[src/rtl/aop_pkg.sv]
package aop_pkg;
  localparam int IDX_W    = 5;
  localparam int OP_W     = 2;
  localparam int AREA_W   = 2;
  localparam int ADDR_W   = IDX_W + OP_W + AREA_W;
  localparam int DATA_W   = 8;
  localparam int NREG     = 1 << IDX_W;
  localparam int BASE_LSB = 13;
  localparam int BASE_W   = 20;

  localparam int RELOC_EV_IDX = 0;
  localparam int RELOC_OD_IDX = 1;
  localparam int HIRQ_EV_IDX  = 8;
  localparam int PAGE_EV_IDX  = 24;
  localparam int ACC_BIT      = 2;

  typedef enum logic [OP_W-1:0] {
    OP_WR  = 2'b00,
    OP_AND = 2'b01,
    OP_OR  = 2'b10,
    OP_RD  = 2'b11
  } op_e;

  typedef enum logic [AREA_W-1:0] {
    AR_CTL = 2'b00,
    AR_RSV = 2'b01,
    AR_IDA = 2'b10,
    AR_IDB = 2'b11
  } area_e;

  function automatic logic idx_is_real(input logic [IDX_W-1:0] i);
    return (i < IDX_W'(16)) || (i == IDX_W'(PAGE_EV_IDX)) || (i == IDX_W'(PAGE_EV_IDX + 1));
  endfunction
endpackage

[src/rtl/aop_decode.sv]
module aop_decode
  import aop_pkg::*;
(
  input  logic [ADDR_W-1:0] addr,
  input  logic              strb,
  output logic [IDX_W-1:0]  idx,
  output op_e               op,
  output area_e             area,
  output logic              do_mod,
  output logic              do_rd,
  output logic              viol
);
  logic mod_req;
  logic tgt_ok;

  always_comb begin
    idx     = addr[IDX_W-1:0];
    op      = op_e'(addr[IDX_W +: OP_W]);
    area    = area_e'(addr[IDX_W+OP_W +: AREA_W]);
    mod_req = strb && (op != OP_RD);
    tgt_ok  = (area == AR_CTL) && idx_is_real(idx);
    do_mod  = mod_req && tgt_ok;
    viol    = mod_req && !tgt_ok;
    do_rd   = strb && (op == OP_RD);
  end
endmodule

[src/rtl/aop_idrom.sv]
module aop_idrom
  import aop_pkg::*;
#(
  parameter logic [7:0] ID_SEED = 8'h3C
) (
  input  logic             sel_b,
  input  logic [IDX_W-1:0] idx,
  output logic [DATA_W-1:0] dout
);
  localparam logic [DATA_W-1:0] PAT_EVEN = 8'h55;
  localparam logic [DATA_W-1:0] PAT_ODD  = 8'hAA;

  always_comb begin
    if (sel_b) dout = idx[0] ? PAT_ODD : PAT_EVEN;
    else       dout = ID_SEED + DATA_W'(idx);
  end
endmodule

[src/rtl/aop_regbank.sv]
module aop_regbank
  import aop_pkg::*;
#(
  parameter logic [1:0] SIZE_CODE = 2'b10
) (
  input  logic              clk,
  input  logic              rst_n,
  input  logic              mod_en,
  input  op_e               op,
  input  logic [IDX_W-1:0]  idx,
  input  logic [DATA_W-1:0] wdata,
  input  logic              set_acc,
  output logic [DATA_W-1:0] regs_o [NREG]
);
  localparam logic [DATA_W-1:0] ODD_RST = DATA_W'({SIZE_CODE, 2'b00});

  for (genvar g = 0; g < NREG; g++) begin : g_reg
    localparam bit IS_IRQ  = (g == HIRQ_EV_IDX);
    localparam bit IS_SIZE = (g == RELOC_OD_IDX);
    localparam logic [DATA_W-1:0] RST_V = IS_SIZE ? ODD_RST : '0;

    logic [DATA_W-1:0] q, d;
    logic hit, en;

    always_comb begin
      hit = mod_en && (idx == IDX_W'(g));
      en  = hit || (IS_IRQ && set_acc);
      d   = q;
      if (hit) begin
        case (op)
          OP_WR:   d = wdata;
          OP_AND:  d = q & wdata;
          OP_OR:   d = q | wdata;
          default: d = q;
        endcase
      end
      if (IS_IRQ && set_acc) d[ACC_BIT] = 1'b1;
      if (IS_SIZE)           d[3:2]     = SIZE_CODE;
    end

    always_ff @(posedge clk or negedge rst_n) begin
      if (!rst_n)  q <= RST_V;
      else if (en) q <= d;
    end

    assign regs_o[g] = q;
  end
endmodule

[src/rtl/aop_unit.sv]
module aop_unit
  import aop_pkg::*;
#(
  parameter logic [1:0] SIZE_CODE = 2'b10,
  parameter logic [7:0] ID_SEED   = 8'h3C
) (
  input  logic              clk,
  input  logic              rst_n,
  input  logic [8:0]        bus_addr,
  input  logic [7:0]        bus_wdata,
  input  logic              bus_strb,
  output logic [7:0]        bus_rdata,
  output logic              acc_err,
  output logic              acc_irq,
  output logic [19:0]       sram_base_addr,
  output logic [1:0]        sram_size_code,
  output logic              paging_on
);
  // reset: asynchronous assert, synchronous release
  logic [1:0] rst_sync_q;
  logic       rst_i;
  always_ff @(posedge clk or negedge rst_n) begin
    if (!rst_n) rst_sync_q <= 2'b00;
    else        rst_sync_q <= {rst_sync_q[0], 1'b1};
  end
  assign rst_i = rst_sync_q[1];

  logic [IDX_W-1:0]  idx;
  op_e               op;
  area_e             area;
  logic              do_mod, do_rd, viol;
  logic [DATA_W-1:0] regs [NREG];
  logic [DATA_W-1:0] rom_q, rd_val;
  logic [DATA_W-1:0] rdata_q, rdata_d;
  logic              err_q;

  aop_decode u_dec (
    .addr(bus_addr), .strb(bus_strb), .idx(idx), .op(op), .area(area),
    .do_mod(do_mod), .do_rd(do_rd), .viol(viol)
  );

  aop_regbank #(.SIZE_CODE(SIZE_CODE)) u_bank (
    .clk(clk), .rst_n(rst_i), .mod_en(do_mod), .op(op), .idx(idx),
    .wdata(bus_wdata), .set_acc(viol), .regs_o(regs)
  );

  aop_idrom #(.ID_SEED(ID_SEED)) u_rom (
    .sel_b(area == AR_IDB), .idx(idx), .dout(rom_q)
  );

  always_comb begin
    case (area)
      AR_CTL:  rd_val = idx_is_real(idx) ? regs[idx] : '0;
      AR_RSV:  rd_val = '0;
      default: rd_val = rom_q;
    endcase
    rdata_d = rdata_q;
    if (do_rd) rdata_d = rd_val;
  end

  always_ff @(posedge clk or negedge rst_i) begin
    if (!rst_i) begin
      rdata_q <= '0;
      err_q   <= 1'b0;
    end else begin
      if (do_rd) rdata_q <= rdata_d;
      err_q <= viol;
    end
  end

  assign bus_rdata      = rdata_q;
  assign acc_err        = err_q;
  assign acc_irq        = regs[HIRQ_EV_IDX][ACC_BIT];
  assign sram_base_addr = {regs[RELOC_EV_IDX][7:1], BASE_LSB'(0)};
  assign sram_size_code = regs[RELOC_OD_IDX][3:2];
  assign paging_on      = &regs[PAGE_EV_IDX][7:6];

  assert_err_flags_irq_R8: assert property (@(posedge clk) disable iff (!rst_i)
    acc_err |-> acc_irq);
  assert_viol_keeps_state_R8: assert property (@(posedge clk) disable iff (!rst_i)
    viol |=> ($stable(sram_base_addr) && $stable(paging_on)));
  assert_rsv_reads_zero_R6: assert property (@(posedge clk) disable iff (!rst_i)
    (do_rd && area == AR_RSV) |=> (bus_rdata == 8'h00));
  assert_size_bits_fixed_R10: assert property (@(posedge clk) disable iff (!rst_i)
    (do_rd && area == AR_CTL && idx == IDX_W'(RELOC_OD_IDX)) |=> (bus_rdata[3:2] == SIZE_CODE));
  assert_rdata_holds_R1: assert property (@(posedge clk) disable iff (!rst_i)
    !do_rd |=> $stable(bus_rdata));
  assert_paging_needs_access_R11: assert property (@(posedge clk) disable iff (!rst_i)
    $rose(paging_on) |-> $past(do_mod && idx == IDX_W'(PAGE_EV_IDX)));
endmodule

[config.mk]
export PLATFORM = sky130hd
export DESIGN_NAME = aop_unit
export DESIGN_NICKNAME = d
export VERILOG_FILES = /design/src/rtl/aop_pkg.sv /design/src/rtl/aop_decode.sv /design/src/rtl/aop_idrom.sv /design/src/rtl/aop_regbank.sv /design/src/rtl/aop_unit.sv
export SDC_FILE = /design/constraint.sdc
export NUM_CORES = 1
export LEC_CHECK = 0
export BUFFER_PORTS_ARGS = -buffer_cell sky130_fd_sc_hd__buf_2
export CAP_MARGIN = 20
export CORE_ASPECT_RATIO = 1.5
export CORE_MARGIN = 4
export CORE_UTILIZATION = 40
export DETAILED_ROUTE_END_ITERATION = 8
export GPL_ROUTABILITY_DRIVEN = 1
export SLEW_MARGIN = 20
export SYNTH_ARGS = -nofsm -noshare
export SYNTH_HDL_FRONTEND = slang
export SYNTH_SLANG_ARGS = --single-unit
[constraint.sdc]
create_clock -name clk -period 8.6 [get_ports clk]
set_input_delay 2.58 -clock clk [delete_from_list [all_inputs] [get_ports clk]]
set_output_delay 2.58 -clock clk [all_outputs]
set_load 0.01 [all_outputs]
; Word level (Yosys, flattened, before mapping)
; Cells that the tools add are included.
[op_classes]
bitwise = 65
n_eq_ne = 37
order_cmp = 2
n_mux = 41
n_addsub = 1
n_reduce_logical = 81
[ops]
columns = cell, count
row1 = 8-bit case mux with 3 select lines, 32
row2 = 8-bit bitwise AND, 32
row3 = 8-bit bitwise OR, 32
row4 = 5-bit equality test (second input constant), 16
row5 = 2-bit AND reduction, 32
row6 = 8-bit binary-select mux with 5-bit select, 1
row7 = 5-bit by 4-bit equality test with 1-bit output (second input constant), 8
row8 = 8-bit two-way mux, 5
row9 = 1-bit logical AND, 37
row10 = 5-bit by 3-bit equality test with 1-bit output (second input constant), 4
row11 = 8-bit case mux with 2 select lines, 1
row12 = 5-bit by 2-bit equality test with 1-bit output (second input constant), 2
row13 = 6-bit by 5-bit adder with 7-bit output (first input constant), 1
row14 = 2-bit equality test (second input constant), 3
row15 = 6-bit >= comparator (second input constant), 1
row16 = 5-bit inverter with 6-bit output, 1
row17 = 3-bit AND reduction, 2
row18 = 5-bit by 1-bit equality test with 1-bit output (second input constant), 1
row19 = 5-bit logical NOT, 1
row20 = 5-bit < comparator (second input constant), 1
row21 = 2-bit by 1-bit equality test with 1-bit output (second input constant), 2
row22 = 2-bit logical NOT, 2
row23 = 4-bit nonzero test, 1
row24 = 1-bit logical OR, 3
row25 = other kinds (6), 6
[word_totals]
regBits = 265
out_inout_bits = 33
in_bits = 20

; Depth between registers and ports, before layout
[logic_depth]
depth_word = 8
mapped_depth = 11
ltp_nobuf = 7

; By module
; A second synthesis with hierarchy kept.
[hier_totals]
cells_unflattened = 1295
area_unflattened_um2 = 14176.1
[by_module_without_submodules]
columns = mod, n_inst, seq_area_each_um2, area_each_um2, cells_each
row1 = aop_regbank, 1, 6356.1, 11669.9, 1047
row2 = aop_unit, 1, 275.3, 2249.7, 216
row3 = aop_idrom, 1, 0.0, 130.1, 16
row4 = aop_decode, 1, 0.0, 126.4, 16

; Worst setup path after synthesis
; Ideal clock, no wire load.
[synth_path]
kind = input-to-reg
start = input port bus_addr[2]
end = register u_bank.g_reg[16].q[6]
path_slack_ns = 3.802
required_time_ns = 8.466
path_stages = 11
t_arrival_ns = 4.663
path_cell_list = clkbuf_1 inv_2 buf_1 ha_1 nand2b_1 a21boi_0 buf_2 nand4_1 clkbuf_1 o21ai_0 o21ai_0
[synth_between]
elab_chain_len = 7
[synth_lines]
columns = item, line_no
row1 = start: declaration, aop_unit.sv:9  ; input logic [8:0] bus_addr,
row2 = 5-bit < comparator / 5-bit equality test (equally long branches), aop_pkg.sv:32  ; return (i < IDX_W'(16)) || (i == IDX_W'(PAGE_EV_IDX)) || (i == IDX_W'(PAGE_EV_IDX + 1));
row3 = 1-bit logical OR (2 in a row), aop_pkg.sv:32
row4 = 1-bit logical AND, aop_decode.sv:21  ; tgt_ok = (area == AR_CTL) && idx_is_real(idx);
row5 = 1-bit logical AND, aop_decode.sv:22  ; do_mod = mod_req && tgt_ok;
row6 = 1-bit logical AND (*), aop_regbank.sv:26  ; hit = mod_en && (idx == IDX_W'(g));
row7 = 2-bit AND reduction (no source line) (*), -
row8 = end signal: assignment, aop_regbank.sv:42  ; if (!rst_n) q <= RST_V;
row9 = end signal: assignment, aop_regbank.sv:43  ; else if (en) q <= d;
row10 = end: declaration, aop_regbank.sv:22  ; logic [DATA_W-1:0] q, d;
; Mark *: on every way between the ends. The rest lies on a longest branch, timed or not.
; A chain may end at the register's enable or synchronous reset.

; Final worst setup path
[layout_path]
start = input port bus_addr[2]
end = register u_bank.g_reg[17].q[7]
[layout_between]
elab_chain_len = 7
[layout_lines]
columns = item, line_no
row1 = 5-bit < comparator / 5-bit equality test (equally long branches), aop_pkg.sv:32
row2 = 1-bit logical OR (2 in a row), aop_pkg.sv:32
row3 = 1-bit logical AND, aop_decode.sv:21
row4 = 1-bit logical AND, aop_decode.sv:22
row5 = 1-bit logical AND (*), aop_regbank.sv:26
row6 = 2-bit AND reduction (no source line) (*), -
row7 = end signal: assignment, aop_regbank.sv:42
row8 = end signal: assignment, aop_regbank.sv:43
row9 = end: declaration, aop_regbank.sv:22
; Marks and branches as above.

==> results.toml <==
[route]
firstDrtPassIters = 5
dr_wl_met3_um = 1470
vias = 8122
drc = 0
wl_per_cell_um = 22.2
routed_via_density = 5.74
wirelength_um = 31400
wl_met1_um = 12600
drt_iter0_markers = 576
wl_met2_um = 16000
topRoutingLayerUsed = "met4"
drtAntennaViolNets = 0

[logic_synthesis]
synth_top_area_share_pct = 54.4
ys_types = 44
synth_ff_type = "dfrtp_1"
syn_area_per_cell_um2 = 11.3
netlist_instances = 1084
synth-compound-area-share_pct = 18.9
synth_mux_area_share_pct = 13.4
synth_most_common_cell = "o21ai_0"
synth_xor_area_share_pct = 0
yosys_warnings = 0
yosys.area_share.simple_pct = 5.17
yosys-top-cells-count = "o21ai_0, dfrtp_1, clkbuf_1"
synthAdderAreaFrac_pct = 1.13
synth_top_family_by_area = "compound AO/OA/AOI/OAI gates"
synth_edf_count = 0
yosysTopAreaCell = "dfrtp_1"
synth_area_um2 = 12200
async_flop_share_pct = 100
ys_seq_area_share_pct = 54.4
synth.area.top_cells = "dfrtp_1, o21ai_0, mux4_2"
ys_seq_elements = 265

[clock_tree]
cts-buffers-inserted = 25
h-tree-depth = 1
clk_path_buf_depth = 3
cts_tree = "yes"
clock-sinks = 265
clock_latency_ns = 0.53
ctsResizeCount = 0
ctsHoldBuffers = 0
clkTransAtPathRegs_ns = 0.06
post_cts_buffers = 0
cts-root-buf = "clkbuf_16"

[layout]
fin_nets = 1031
drive_gt1_share_pct = 17.5
antenna_cells = 0
area_growth_pct = 7.08
fin_util_pct = 43.3
ff_latch_area_um2 = 6640
final_cell_area_um2 = 13100
n_fill_cell = 2777
multi_input_area_um2 = 4770

[worst_setup_path]
cp.required_ns = 8.97
critPathMostFrequentCell = "o21ai_0"
r2r-start = "rst_sync_q[1]"
worstPathArrival_ns = 5.68
crit_fanout = 20
crit_slowest_cell = "nand4_1"
path_buf_inv = 3
crit_family = "compound AO/OA/AOI/OAI gates"
cp-start-kind = "input pin"
r2r-end = "bus_rdata[2]"
r2r_setup_slack_ns = 6.35
path_depth = 9
crit_type = "input pin to flip-flop"
slowest_delay_ns = 0.88
reg2regPathDepth = 2
crit_chain = "buf_2, inv_2, buf_4, ha_1, nand2b_1, a21boi_1, nand4_1, o21ai_0, o21ai_0"
crit_start = "bus_addr[2]"
critPathCapture = "u_bank.g_reg[17].q[7]"
endpoint_kind = "flip-flop"

[timing]
slew_viol_final = 0
hold_violations = 0
rsz0062_at_grt = "no"
holdWs_ns = 0.350
tightest_slew_ns = 1.03
period_needed_ns = 5.31
setup_tns_ns = 0
relSlewSlack_pct = 30.9
period_share_pct = 61.7
fin_ws_ns = 3.29
max_freq_mhz = 188
skew_ns = 0.00711
setup_viol = 0

[floorplan]
die_x_um = 151
core.rowCount = 78
placeableCoreArea_um2 = 30200
num_io_pins = 53
die-area_um2 = 33400
fp.dieH_um = 222
start_util_pct = 40.5

[grt]
antenna_found_initial = 0
grt-ovfl-total = 0
grt_pass1_wl_um = 49200
track_usage_pct = 18.9
grt_max_degree = 83
grt_pass1_vias = 8151

[placement]
dp_hpwl_um = 20500
numPortBuffers = 37
gp_congestion = 0.823
placed_area_um2 = 12200
dp_slack_ns = 2.44

[power]
vdd_ir_drop_max_v = 0.000109
p_leak_nw = 5.75
power_density_nw_per_um2 = 209

[job]
drv_cap = 0

[min_path]
hold_path_class = "flip-flop to flip-flop"

[status]
outcome = "finished, final reports clean"
## how the worst min path moves through the flow
| stage | startpoint | end | cells past startpoint |
|---|---|---|---|
| finish | rst_sync_q[0] | rst_sync_q[1] | 0 |
| global route | rst_sync_q[0] | rst_sync_q[1] | 0 |
| detailed placement | rst_sync_q[0] | rst_sync_q[1] | 0 |
| global placement | rst_sync_q[0] | rst_sync_q[1] | 0 |
| floorplan | rst_sync_q[0] | rst_sync_q[1] | 0 |
| CTS | rst_sync_q[0] | rst_sync_q[1] | 0 |
## cell type report
class                           count  share of cell area [%]
Clock buffer                       33                    5.33
Sequential cell                   265                    50.8
Inverter                            6                   0.172
Clock inverter                     10                    1.23
Tap cell                          400                    3.83
Timing Repair Buffer               48                    2.15
Multi-Input combinational cell    654                    36.5
## stage by stage
step	total power (W)	instances
2_1_floorplan	0.00152	1098
3_3_place_gp	0.00159	1373
3_5_place_dp	0.00159	1373
4_1_cts	0.00276	1416
5_1_grt	0.00284	1416
6_report	0.00273	1416
## layer usage
metal	vias to the layer above	GRT usage, %
met1	4086	24.4
met4	0	8.20
met2	282	32.1
li1	3683	-
met3	71	1.88
met5	-	0
## worst register-to-register path, delay by kind of cell (launching register included)
| family | cells | cell delay [ns] |
|---|---|---|
| buf+inv | 2 | 1.29 |
| flops | 1 | 0.95 |
## cells by family after synthesis
kind of cell               after synthesis
DFF                                    265
AOI/OAI and AO/OA                      440
adders and majority gates               11
buffers and inverters                  179
muxes                                   78
and+or+nand+nor                        109
other                                    2
## placed cells by master, fill, tap and decap left out, types with 9 or more instances in the layout
| cell | count |
|---|---|
| dfrtp_1 | 264 |
| o21ai_1 | 15 |
| ha_1 | 11 |
| nand3_1 | 10 |
| mux4_2 | 68 |
| a21o_1 | 12 |
| buf_4 | 11 |
| clkbuf_16 | 25 |
| mux2i_1 | 9 |
| conb_1 | 16 |
| nand2_1 | 40 |
| a211oi_1 | 10 |
| o21ai_0 | 368 |
| a21oi_1 | 17 |
| nor2_1 | 11 |
| buf_2 | 35 |
## registers in the layout, indices dropped and copies added, names as in the netlist
register and count:
rst_sync_q 2, bus_rdata 8, acc_err 1, u_bank.g.q 254
## report_power, final
group | switching, W | internal, W | leakage, nW | total, W
combinational | 0.000157 | 0.0000785 | 1.68 | 0.000236
clock | 0.000480 | 0.000688 | 0.418 | 0.00117
sequential | 0.0000327 | 0.00130 | 3.65 | 0.00133
(Power assumes the default switching activity.)
